File: src/rtl/pbd_pkg.sv
// Package: shared state type and destination classification for the
// paced buffer DMA engine. Assumes a 3-bit destination code.
package pbd_pkg;

    typedef enum logic [1:0] {
        XS_IDLE  = 2'd0,
        XS_RUN   = 2'd1,
        XS_PAUSE = 2'd2
    } xfer_state_e;

    localparam int DEST_W = 3;

    // True when the code names a destination that can take DMA data.
    function automatic logic dest_is_dma(input logic [DEST_W-1:0] code,
                                         input logic [DEST_W-1:0] first_dma,
                                         input logic [DEST_W-1:0] excluded);
        return (code >= first_dma) && (code != excluded);
    endfunction

endpackage

File: src/rtl/pbd_pacer.sv
// Module: per-byte pacing timer. Reports "due" when the next byte may be
// offered. Arm forces due at once; an accepted byte reloads the timer
// with the period chosen by slow at that cycle. Assumes periods >= 2.
module pbd_pacer #(
    parameter int STD_PERIOD = 24,
    parameter int PCM_PERIOD = 84
) (
    input  logic clk,
    input  logic rst_n,
    input  logic arm,
    input  logic fire,
    input  logic slow,
    output logic due
);
    localparam int MAXP = (STD_PERIOD > PCM_PERIOD) ? STD_PERIOD : PCM_PERIOD;
    localparam int PW   = $clog2(MAXP + 1);
    localparam logic [PW-1:0] STD_RL = PW'(STD_PERIOD - 1);
    localparam logic [PW-1:0] PCM_RL = PW'(PCM_PERIOD - 1);

    logic [PW-1:0] wait_q;

    // Count down the cycles left before the next byte may be offered.
    always_ff @(posedge clk) begin
        if (!rst_n)
            wait_q <= '0;
        else if (arm)
            wait_q <= '0;
        else if (fire)
            wait_q <= slow ? PCM_RL : STD_RL;
        else if (wait_q != '0)
            wait_q <= wait_q - 1'b1;
    end

    assign due = (wait_q == '0);
endmodule

File: src/rtl/pbd_cursor.sv
// Module: buffer read address and remaining byte count. The count is kept
// as a low and a high byte; the high byte borrows when the low byte wraps.
// Assumes CNT_W > 8.
module pbd_cursor #(
    parameter int ADDR_W = 14,
    parameter int CNT_W  = 16
) (
    input  logic              clk,
    input  logic              rst_n,
    input  logic              load,
    input  logic [ADDR_W-1:0] start_addr,
    input  logic [CNT_W-1:0]  start_count,
    input  logic              step,
    output logic [ADDR_W-1:0] addr,
    output logic              last
);
    localparam int LO_W = 8;
    localparam int HI_W = CNT_W - LO_W;

    logic [LO_W-1:0] cnt_lo;
    logic [HI_W-1:0] cnt_hi;

    // Load on trigger; step address and count on each accepted byte.
    always_ff @(posedge clk) begin
        if (!rst_n) begin
            addr   <= '0;
            cnt_lo <= '0;
            cnt_hi <= '0;
        end else if (load) begin
            addr   <= start_addr;
            cnt_lo <= start_count[LO_W-1:0];
            cnt_hi <= start_count[CNT_W-1:LO_W];
        end else if (step) begin
            addr   <= addr + 1'b1;
            cnt_lo <= cnt_lo - 1'b1;
            if (cnt_lo == '0)
                cnt_hi <= cnt_hi - 1'b1;
        end
    end

    assign last = (cnt_lo == '0) && (cnt_hi == '0);
endmodule

File: src/rtl/pbd_dest_reg.sv
// Module: destination code register and destination byte counter. Flags a
// resume request when a control write moves the code from a non-DMA code
// to a DMA code. Assumes the code sits in bits 10:8 of the control word.
module pbd_dest_reg
    import pbd_pkg::*;
#(
    parameter int DST_AW    = 16,
    parameter int DEST_MAIN = 2,
    parameter int DEST_SKIP = 6
) (
    input  logic              clk,
    input  logic              rst_n,
    input  logic              ctrl_we,
    input  logic [15:0]       ctrl_wdata,
    input  logic              fire,
    output logic [DEST_W-1:0] dest,
    output logic [DST_AW-1:0] dst_addr,
    output logic              resume_req
);
    localparam logic [DEST_W-1:0] MAIN_C = DEST_W'(DEST_MAIN);
    localparam logic [DEST_W-1:0] SKIP_C = DEST_W'(DEST_SKIP);

    logic [DEST_W-1:0] new_code;
    assign new_code = ctrl_wdata[10:8];

    // Hold the destination code written by the host.
    always_ff @(posedge clk) begin
        if (!rst_n)
            dest <= '0;
        else if (ctrl_we)
            dest <= new_code;
    end

    // Count accepted bytes; any control write clears the count first.
    always_ff @(posedge clk) begin
        if (!rst_n)
            dst_addr <= '0;
        else if (ctrl_we)
            dst_addr <= '0;
        else if (fire)
            dst_addr <= dst_addr + 1'b1;
    end

    assign resume_req = ctrl_we
                        && !dest_is_dma(dest, MAIN_C, SKIP_C)
                        && dest_is_dma(new_code, MAIN_C, SKIP_C);
endmodule

File: src/rtl/paced_buf_dma.sv
// Module: paced buffer DMA engine top. Offers bytes from an external 16 KiB
// buffer to a valid/ready consumer at a per-destination pace, pauses on
// refusal and resumes on a switch to a DMA destination. Assumes rd_data
// is the buffer byte at rd_addr in the same cycle.
module paced_buf_dma
    import pbd_pkg::*;
#(
    parameter int ADDR_W    = 14,
    parameter int CNT_W     = 16,
    parameter int DST_AW    = 16,
    parameter int EXT_DIV   = 2,
    parameter int INT_DIV   = 2,
    parameter int MULT_STD  = 6,
    parameter int MULT_PCM  = 21,
    parameter int DEST_MAIN = 2,
    parameter int DEST_PCM  = 4,
    parameter int DEST_SKIP = 6
) (
    input  logic              clk,
    input  logic              rst_n,
    input  logic              cfg_we,
    input  logic [ADDR_W-1:0] cfg_start,
    input  logic [CNT_W-1:0]  cfg_count,
    input  logic              out_en,
    input  logic              trig,
    input  logic              ctrl_we,
    input  logic [15:0]       ctrl_wdata,
    output logic [ADDR_W-1:0] rd_addr,
    input  logic [7:0]        rd_data,
    output logic              snk_valid,
    output logic [7:0]        snk_data,
    output logic [2:0]        snk_dest,
    input  logic              snk_ready,
    output logic [DST_AW-1:0] dst_addr,
    output logic              busy_n,
    output logic              done
);
    localparam int STEP       = EXT_DIV * INT_DIV;
    localparam int STD_PERIOD = STEP * MULT_STD;
    localparam int PCM_PERIOD = STEP * MULT_PCM;
    localparam logic [DEST_W-1:0] PCM_C = DEST_W'(DEST_PCM);

    xfer_state_e       state;
    logic [ADDR_W-1:0] stage_addr;
    logic [CNT_W-1:0]  stage_count;
    logic              start, fire, refuse, last, due, resume_req, arm;
    logic [DEST_W-1:0] dest;

    assign start  = trig && out_en;
    assign fire   = snk_valid && snk_ready;
    assign refuse = snk_valid && !snk_ready;
    assign arm    = start || ((state == XS_PAUSE) && resume_req);

    // Stage start address and count until the next trigger.
    always_ff @(posedge clk) begin
        if (!rst_n) begin
            stage_addr  <= '0;
            stage_count <= '0;
        end else if (cfg_we) begin
            stage_addr  <= cfg_start;
            stage_count <= cfg_count;
        end
    end

    // Transfer sequencing: idle, running, or paused on a refusal.
    always_ff @(posedge clk) begin
        if (!rst_n)
            state <= XS_IDLE;
        else if (start)
            state <= XS_RUN;
        else begin
            case (state)
                XS_RUN:   if (fire && last) state <= XS_IDLE;
                          else if (refuse)  state <= XS_PAUSE;
                XS_PAUSE: if (resume_req)   state <= XS_RUN;
                default:  state <= state;
            endcase
        end
    end

    // Busy and end-of-transfer status.
    always_ff @(posedge clk) begin
        if (!rst_n) begin
            busy_n <= 1'b1;
            done   <= 1'b0;
        end else if (start) begin
            busy_n <= 1'b0;
            done   <= 1'b0;
        end else if (fire && last) begin
            busy_n <= 1'b1;
            done   <= 1'b1;
        end
    end

    pbd_pacer #(
        .STD_PERIOD (STD_PERIOD),
        .PCM_PERIOD (PCM_PERIOD)
    ) u_pacer (
        .clk   (clk),
        .rst_n (rst_n),
        .arm   (arm),
        .fire  (fire),
        .slow  (dest == PCM_C),
        .due   (due)
    );

    pbd_cursor #(
        .ADDR_W (ADDR_W),
        .CNT_W  (CNT_W)
    ) u_cursor (
        .clk         (clk),
        .rst_n       (rst_n),
        .load        (start),
        .start_addr  (stage_addr),
        .start_count (stage_count),
        .step        (fire),
        .addr        (rd_addr),
        .last        (last)
    );

    pbd_dest_reg #(
        .DST_AW    (DST_AW),
        .DEST_MAIN (DEST_MAIN),
        .DEST_SKIP (DEST_SKIP)
    ) u_dest (
        .clk        (clk),
        .rst_n      (rst_n),
        .ctrl_we    (ctrl_we),
        .ctrl_wdata (ctrl_wdata),
        .fire       (fire),
        .dest       (dest),
        .dst_addr   (dst_addr),
        .resume_req (resume_req)
    );

    assign snk_valid = (state == XS_RUN) && due;
    assign snk_data  = rd_data;
    assign snk_dest  = dest;
endmodule

File: config.mk
export PLATFORM = sky130hd
export DESIGN_NAME = paced_buf_dma
export DESIGN_NICKNAME = d
export VERILOG_FILES = /design/src/rtl/pbd_pkg.sv /design/src/rtl/pbd_pacer.sv /design/src/rtl/pbd_cursor.sv /design/src/rtl/pbd_dest_reg.sv /design/src/rtl/paced_buf_dma.sv
export SDC_FILE = /design/constraint.sdc
export NUM_CORES = 1
export LEC_CHECK = 0
export BUFFER_PORTS_ARGS = -buffer_cell sky130_fd_sc_hd__buf_2
export CORE_UTILIZATION = 30
export CTS_CLUSTER_DIAMETER = 30
export DETAILED_ROUTE_END_ITERATION = 10
export GPL_TIMING_DRIVEN = 0
export SLEW_MARGIN = 40
export SYNTH_ARGS = -nofsm -noshare
export SYNTH_HDL_FRONTEND = slang
export SYNTH_HIERARCHICAL = 1
export SYNTH_SLANG_ARGS = --single-unit
File: constraint.sdc
create_clock -name clk -period 5.7 [get_ports clk]
set_input_delay 0 -clock clk [delete_from_list [all_inputs] [get_ports clk]]
set_output_delay 0 -clock clk [all_outputs]
set_load 0.03 [all_outputs]
==> results by group, run 1 <==
Yosys
  • Asr flop ratio synth: 0
  • Cells after Synth: 473
  • Most instantiated library cell after synthesis: dfxtp_1
  • Number of synthesized flops with an enable pin: 0
  • Post-synthesis sequential area ratio: 0.411
  • Post-Syn Area: 4380 sq um
  • Top-area cell type share of the netlist area: 0.411
  • Synth top area cells: dfxtp_1, mux2i_1, nor2_1
  • Cell variety after synth: 59
  • YS warnings: 6
  • Synthesized Nets: 542
  • Post-synthesis register bit count: 90
  • Mean Syn Cell Area: 9.26 sq um
  • Cell taking the most area after synthesis: dfxtp_1
  • Top cells by count, synth: dfxtp_1, nor2_1, mux2i_1
  • Top FF cell, synth: dfxtp_1

Finish
  • Diode count: 0
  • # fillers: ~1.4k
  • Layout cells sized above 1: 0.230
  • Multi-input gate area: 2270 sq um
  • Area growth syn-to-layout: 30.6%
  • Fin area: 5720 sq um
  • Final net count: between 600 and 700
  • FF+latch area: 1800 sq um

Die
  • Core box area: ~14000 sq um
  • Starting Density: 0.312
  • Rows: between 40 and 50
  • # IOs: 105
  • Die W: approximately 120 um
  • Die Y: between 100 and 150 um
  • Die area: 15100 sq um

CTS
  • Root Driver: clkbuf_16
  • CTS tree: done
  • CTS sink cnt: 90
  • Max clock buf depth: 2
  • Worst-Skew Late Latency: between 0.3 and 0.4 ns
  • H-tree depth: 3
  • Post-CTS setup buffers: 0
  • Inserted Clock Buffers: 9
  • Clock-pin slew on the worst setup and hold paths: 0.07 ns

Timing
  • Max Slew Vio Count: 0
  • Rel. slew slack: 0.613
  • Final hold viol count: 0
  • Period Utilization, post-route: 0.561
  • Endpoints failing setup: 0
  • Final Critical Period: 3.20 ns
  • FMAX: 313 MHz
  • Worst Skew: ~0.0093 ns
  • Fin Setup TNS: 0 ns
  • Unrepaired setup endpoints after global routing: false
  • Worst Tran Pin Value: 0.581 ns

Critical path
  • Buf/Inv on CP: 5
  • Type of the worst setup path: reg -> reg
  • R2R Path End: u_dest/dst_addr[13]
  • CP Cell Sequence: inv_1 > ha_1 > or4b_1 > buf_2 > or2_4 > inv_1 > and4b_4 > buf_4 > nand4_1 > buf_2 > nor4_1 > mux2i_1
  • Peak fanout along the critical path: 10
  • Worst r2r path cells: 12
  • Slowest library cell on the worst path: or4b_1
  • CP Data Required Time: 5.98 ns
  • R2r setup slk: 2.50 ns
  • CP top delay family: simple AND/OR/NAND/NOR gates
  • Worst EP arrival: about 3.5 ns
  • Reg2Reg Launch Point: u_pacer/wait_q[0]
  • CP max stage delay: around 0.43 ns
  • Critical Path End Type: register
  • Startpoint types: register

Route
  • Drt pass-1 iters: 4
  • Drt wl/cell: between 10 and 15 um
  • WL final: 11.0 mm
  • Via count: 3882
  • DRC Markers: 0
  • Initial DRC count: 296
  • Vias per cell: 4.92
  • Post-route antenna net violation count: 0

Place
  • Dpl cell area: 5010 sq um
  • Detailed Place HPWL: 7.80 mm
  • IO buf count: 81
  • RePlAce Congestion: 0.853

Power
  • Comb power frac: 0.241
  • PwrDens: 316 nW/um^2
  • Reg power frac: 0.408
  • P_int: ~1.3 mW
  • Peak VDD IR: approximately 0.17 mV
  • Net Sw Power: 0.552 mW
  • Net Sw Frac: 0.306
  • Pleak: 2.40 nW
  • Clk pwr share: 0.352

Hold path
  • Worst Min Path Start: trig
  • Hold Crit Class: in -> reg
  • Worst min-delay path endpoint: state[0]
  • Hold path depth: 3

Global routing
  • Total grt overflow: 0
  • Initial antenna violation count: 0
  • Total GRT Usage: 0.158
  • First-pass GRT wire length: 18.5 mm
  • Pin count of the biggest net entering global routing: 17
  • Vias in the first global route: 3850

Status
  • Outcome: finished clean

Flow run
  • Total of max-cap violations: 0
==> cell type report <==
cell class	instances	share of cell area
tap	180	0.0394
clock buffer	11	0.0442
multi-input combinational	329	0.396
clock inverter	5	0.0118
sequential	90	0.315
buffer	37	0.0433
timing repair buffer	120	0.139
inverter	17	0.0112
==> layout by cell type (no fill, tap or decap), types with 3 or more instances in the layout <==
cell type	count
a211oi_1	4
a21oi_1	26
a31oi_1	4
buf_2	85
buf_4	10
buf_6	6
clkbuf_1	13
clkbuf_16	9
clkbuf_8	4
dfxtp_1	90
dlygate4sd3_1	39
ha_1	8
inv_1	17
mux2i_1	41
nand2_1	25
nand2b_1	8
nand3_1	8
nand3b_1	3
nand4_1	11
nand4b_1	4
nor2_1	44
nor2b_1	6
nor3_1	8
nor4_1	11
nor4_4	3
o211a_1	6
o21a_1	4
o21ai_0	28
o31ai_1	5
or2_2	4
or3_1	3
or4_1	6
xnor2_1	18
xor2_1	8
==> stage by stage <==
step	power (mW)	hold WS, ns	instances	worst slack [ns]	utilization
finish	1.81	0.0216	789	2.50	0.407
global route	1.91	0.0664	789	2.30	0.407
CTS	1.83	0.00332	789	2.50	0.407
detailed placement	1.16	0.241	734	2.55	0.357
global placement	1.14	0.235	734	2.63	0.357
floorplan	1.06	0.0592	473	2.89	-
==> state kept, by name, indices dropped and copies added, names as in the netlist <==
register	cells
u_pacer/wait_q	7
u_cursor/addr	14
stage_addr	14
u_dest/dst_addr	16
state	2
u_cursor/cnt_hi	8
done	1
busy_n	1
u_dest/dest	3
stage_count	16
u_cursor/cnt_lo	8
==> how the worst max path moves through the flow <==
| stage | start | cells after the start | end |
|---|---|---|---|
| floorplan | u_pacer/wait_q[0] | 11 | u_cursor/cnt_lo[5] |
| global placement | u_pacer/wait_q[0] | 12 | u_cursor/addr[13] |
| detailed placement | u_pacer/wait_q[0] | 12 | u_dest/dst_addr[13] |
| CTS | u_pacer/wait_q[0] | 12 | u_dest/dst_addr[13] |
| global route | u_pacer/wait_q[0] | 12 | u_cursor/addr[13] |
| finish | u_pacer/wait_q[0] | 12 | u_dest/dst_addr[13] |
==> repair_timing <==
| item | 4_1_cts | 5_1_grt |
|---|---|---|
| endpoints found under the hold margin | 36 | 0 |
| hold buffers | 39 | 0 |
| resized for setup | 0 | 0 |
==> power by group through the flow <==
stage / Combinational (mW) / Sequential [mW] / Clock, mW
finish: 0.435 / 0.737 / 0.635
floorplan: 0.303 / 0.753 / 0
global route: 0.481 / 0.746 / 0.681
detailed placement: 0.410 / 0.750 / 0
global placement: 0.393 / 0.747 / 0
CTS: 0.435 / 0.736 / 0.655
==> worst reg2reg max path, delay by kind of cell, from the launching register on <==
family / cells / cell delay [ns]
adders and majority gates: 1 / 0.19
and+or+nand+nor: 5 / 1.58
DFF: 1 / 0.34
muxes: 1 / 0.22
buffers and inverters: 5 / 0.82
==> cells by family after synthesis <==
logic type               share of synthesized area
XOR/XNOR                                    0.0520
adder cells (fa/ha/maj)                     0.0229
multiplexers                                0.0937
AND/OR/NAND/NOR                              0.221
AO/OA/AOI/OAI                                0.128
buffers and inverters                       0.0711
flip-flops                                   0.411
==> per-layer routing <==
metal / vias to the layer above / GRT usage / part of all wire / wire length [um]
li1: 1946 / - / - / -
met1: 1812 / 0.185 / 0.44 / 4820
met2: 114 / 0.275 / 0.48 / 5310
met3: 10 / 0.0474 / 0.068 / 753
met4: 0 / 0.0457 / 0.012 / 128
met5: - / 0 / 0 / 0
(Power assumes the default switching activity.)
==> inputs of run 2 (changes only) <==
- ABC_AREA: not set -> 1
- clock period: 5.7 -> 2.9 ns (I/O delays scaled with it)
==> run 2 against run 1 <==
Compared with the run above: flip-flop and latch count is the same; critical path depth is the same; first-iteration DRC count is 7.1% lower; count of clock-buffer cells in the layout down 1; synthesized area grew 6.9%; die area is 6.8% higher; final cell count up 27%; clock power rose by 100%; sequential power up 94%; setup slack lost 2.2 ns.
==> results by group, run 2 <==
Finish
  • Diode count: 0
  • Area growth syn-to-layout: 28.4%
  • Multi-input gate area: about 2500 sq um
  • Most frequent cells in the layout: nand2_1, nor2_1, dfxtp_1
  • Final net count: around 900
  • FF+latch area: 1800 sq um
  • Biggest regs: stage_count (16), u_dest/dst_addr (16)
  • Commonest non-fill, non-tap cell in the layout: nand2_1
  • Layout cells sized above 1: 0.198
  • Final core utilization: 0.396
  • # fillers: around 1.6k

Power
  • Peak VDD IR: 0.350 mV
  • Net Sw Power: 1.20 mW
  • Net Sw Frac: 0.325
  • Pleak: ~2.7 nW
  • PwrDens: between 600 and 700 nW/um^2
  • P_int: roughly 2.5 mW
  • Comb power frac: 0.264
  • Clk pwr share: 0.349
  • Reg power frac: 0.387

Timing
  • Max Slew Vio Count: 0
  • Fin Setup TNS: 0 ns
  • Endpoints failing setup: 0
  • Worst Skew: 0.0101 ns
  • Worst Tran Pin Value: roughly 0.65 ns
  • Final hold viol count: 0
  • Rel. slew slack: 0.560
  • FMAX: 392 MHz
  • Unrepaired setup endpoints after global routing: false
  • Final Critical Period: between 2 and 3 ns
  • Period Utilization, post-route: 0.879

Global routing
  • Total grt overflow: 0
  • Total GRT Usage: 0.157
  • Vias in the first global route: 4150
  • Pin count of the biggest net entering global routing: 16
  • First-pass GRT wire length: 20.0 mm
  • Initial antenna violation count: 0

Critical path
  • Type of the worst setup path: reg -> reg
  • R2r setup slk: 0.35 ns
  • CP Data Required Time: 3.17 ns
  • Buf/Inv on CP: 4
  • Peak fanout along the critical path: 14
  • CP top delay family: simple AND/OR/NAND/NOR gates
  • Worst EP arrival: about 2.8 ns
  • Slowest library cell on the worst path: nor2_4
  • Critical Path End Type: register
  • CP max stage delay: around 0.37 ns
  • CP Cell Sequence: inv_1 > ha_1 > nand2_1 > nor2_8 > nand3_1 > nor2_4 > buf_4 > nand2_2 > inv_2 > buf_4 > nand3_1 > a21oi_1
  • Startpoint types: register

Yosys
  • Asr flop ratio synth: 0
  • Number of synthesized flops with an enable pin: 0
  • Synth top area cells: dfxtp_1, nand2_1, nor2_1
  • Multiplexer share of the synthesized area: 0
  • Post-Synth Simple-Gate Area: 0.344
  • Post-synthesis register bit count: 90
  • Post-synthesis sequential area ratio: 0.385
  • Mean Syn Cell Area: 6.89 sq um
  • Synth Area in Compound Gates: 0.138
  • YS warnings: 6
  • Synth Area in XOR/XNOR: 0.0224
  • Cell variety after synth: 37
  • Post-Syn Area: 4680 sq um
  • Main combinational cell family by area after synthesis: simple AND/OR/NAND/NOR gates
  • Top cells by count, synth: nand2_1, nor2_1, dfxtp_1
  • Top-area cell type share of the netlist area: 0.385
  • Top FF cell, synth: dfxtp_1
  • Cell taking the most area after synthesis: dfxtp_1
  • Adder-cell share of the synthesized area: 0.0214
  • Cells after Synth: 680
  • Most instantiated library cell after synthesis: nand2_1
  • Synthesized Nets: between 700 and 800

Die
  • Rows: 45
  • Starting Density: 0.308
  • # IOs: 105
  • Core box area: around 15000 sq um
  • Die area: 16100 sq um
  • Die Y: 127 um
  • Die W: 127 um

CTS
  • Max clock buf depth: 2
  • Worst-Skew Late Latency: roughly 0.35 ns
  • Inserted Clock Buffers: 9
  • CTS sink cnt: 90
  • Clock-pin slew on the worst setup and hold paths: 0.06 ns
  • H-tree depth: 3
  • CTS tree: done
  • Root Driver: clkbuf_16

Flow run
  • Total of max-cap violations: 0

Route
  • DRC Markers: 0
  • Vias per cell: about 4.7
  • WL final: 12.3 mm
  • Initial DRC count: approximately 280
  • Drt wl/cell: 12.2 um
  • Drt pass-1 iters: 5
  • Post-route antenna net violation count: 0
  • Via count: 4664

Hold path
  • Hold Crit Class: in -> reg

Place
  • RePlAce Congestion: 0.862
  • IO buf count: just over 80
  • Detailed Place HPWL: 8.82 mm

Status
  • Outcome: finished clean
## run 2: changes by cell type after synthesis, moves of 9 or more
| cell | delta |
|---|---|
| nand3_1 | +35 |
| a22oi_1 | +9 |
| nor2_2 | +9 |
| nor4_1 | -11 |
| nand2_2 | +9 |
| nand2_1 | +110 |
| xnor2_1 | -17 |
| o21ai_0 | +26 |
| inv_1 | +48 |
| nor2_1 | +75 |
| mux2i_1 | -41 |
## run 2: tightest hold or removal path, delay by kind of cell
kind          cells  cell delay [ns]
buf+inv           1             0.07
simple gates      3             0.23
## run 2: worst paths after layout
check	start	to	depth (start not counted)
worst max-delay path	u_pacer/wait_q[0]	u_cursor/cnt_lo[7]	12
worst min-delay path	out_en	done	4
worst max register to register	u_pacer/wait_q[0]	u_cursor/cnt_lo[7]	12
worst min register to register	done	done	2
## run 2: cells by family (layout without fill, tap and decap cells)
logic type / after synthesis / after routing
and+or+nand+nor: 353 / 353
AOI/OAI and AO/OA: 117 / 117
buffers and inverters: 100 / 234
DFF: 90 / 90
xor gates and xnor gates: 12 / 12
adders and majority gates: 8 / 8
## run 2: what timing repair did
action,4_1_cts,5_1_grt
setup buffers,0,0
endpoints found under the hold margin,34,0
resized for setup,0,1
hold buffers,35,0
setup endpoints to repair,0,15
## run 2: area by class of cell
cell class	instances	share of cell area
clock buffer	10	0.0397
multi-input combinational	490	0.410
tap	188	0.0391
timing repair buffer	118	0.127
inverter	73	0.0455
clock inverter	6	0.0146
sequential	90	0.299
buffer	27	0.0247
## run 2: layer usage
| metal | GRT usage | wire [um] |
|---|---|---|
| met1 | 0.207 | 5880 |
| met3 | 0.0333 | 521 |
| met5 | 0 | 0 |
| met2 | 0.256 | 5750 |
| met4 | 0.0462 | 111 |
## run 2: through the flow
| stage | worst slack [ns] | cell area, sq um | std cells | power (mW) | hold WS, ns |
|---|---|---|---|---|---|
| global placement | 0.141 | 5340 | 951 | 2.39 | 0.223 |
| global route | 0.137 | 6020 | 1002 | 3.93 | 0.0334 |
| detailed placement | 0.120 | 5340 | 951 | 2.39 | 0.227 |
| CTS | 0.0989 | 6010 | 1002 | 3.73 | 0.00182 |
| floorplan | 0.725 | 4680 | 680 | 2.18 | 0.0894 |
| finish | 0.350 | 6020 | 1002 | 3.70 | 0.0141 |
## run 2: power groups by stage
| stage | logic [mW] | registers (mW) | clock network [mW] |
|---|---|---|---|
| final | 0.976 | 1.43 | 1.29 |
| after global routing | 1.10 | 1.45 | 1.38 |
| after CTS | 0.978 | 1.43 | 1.33 |
| after detailed placement | 0.936 | 1.46 | 0 |
| after global placement | 0.932 | 1.46 | 0 |
| after floorplan | 0.711 | 1.47 | 0 |
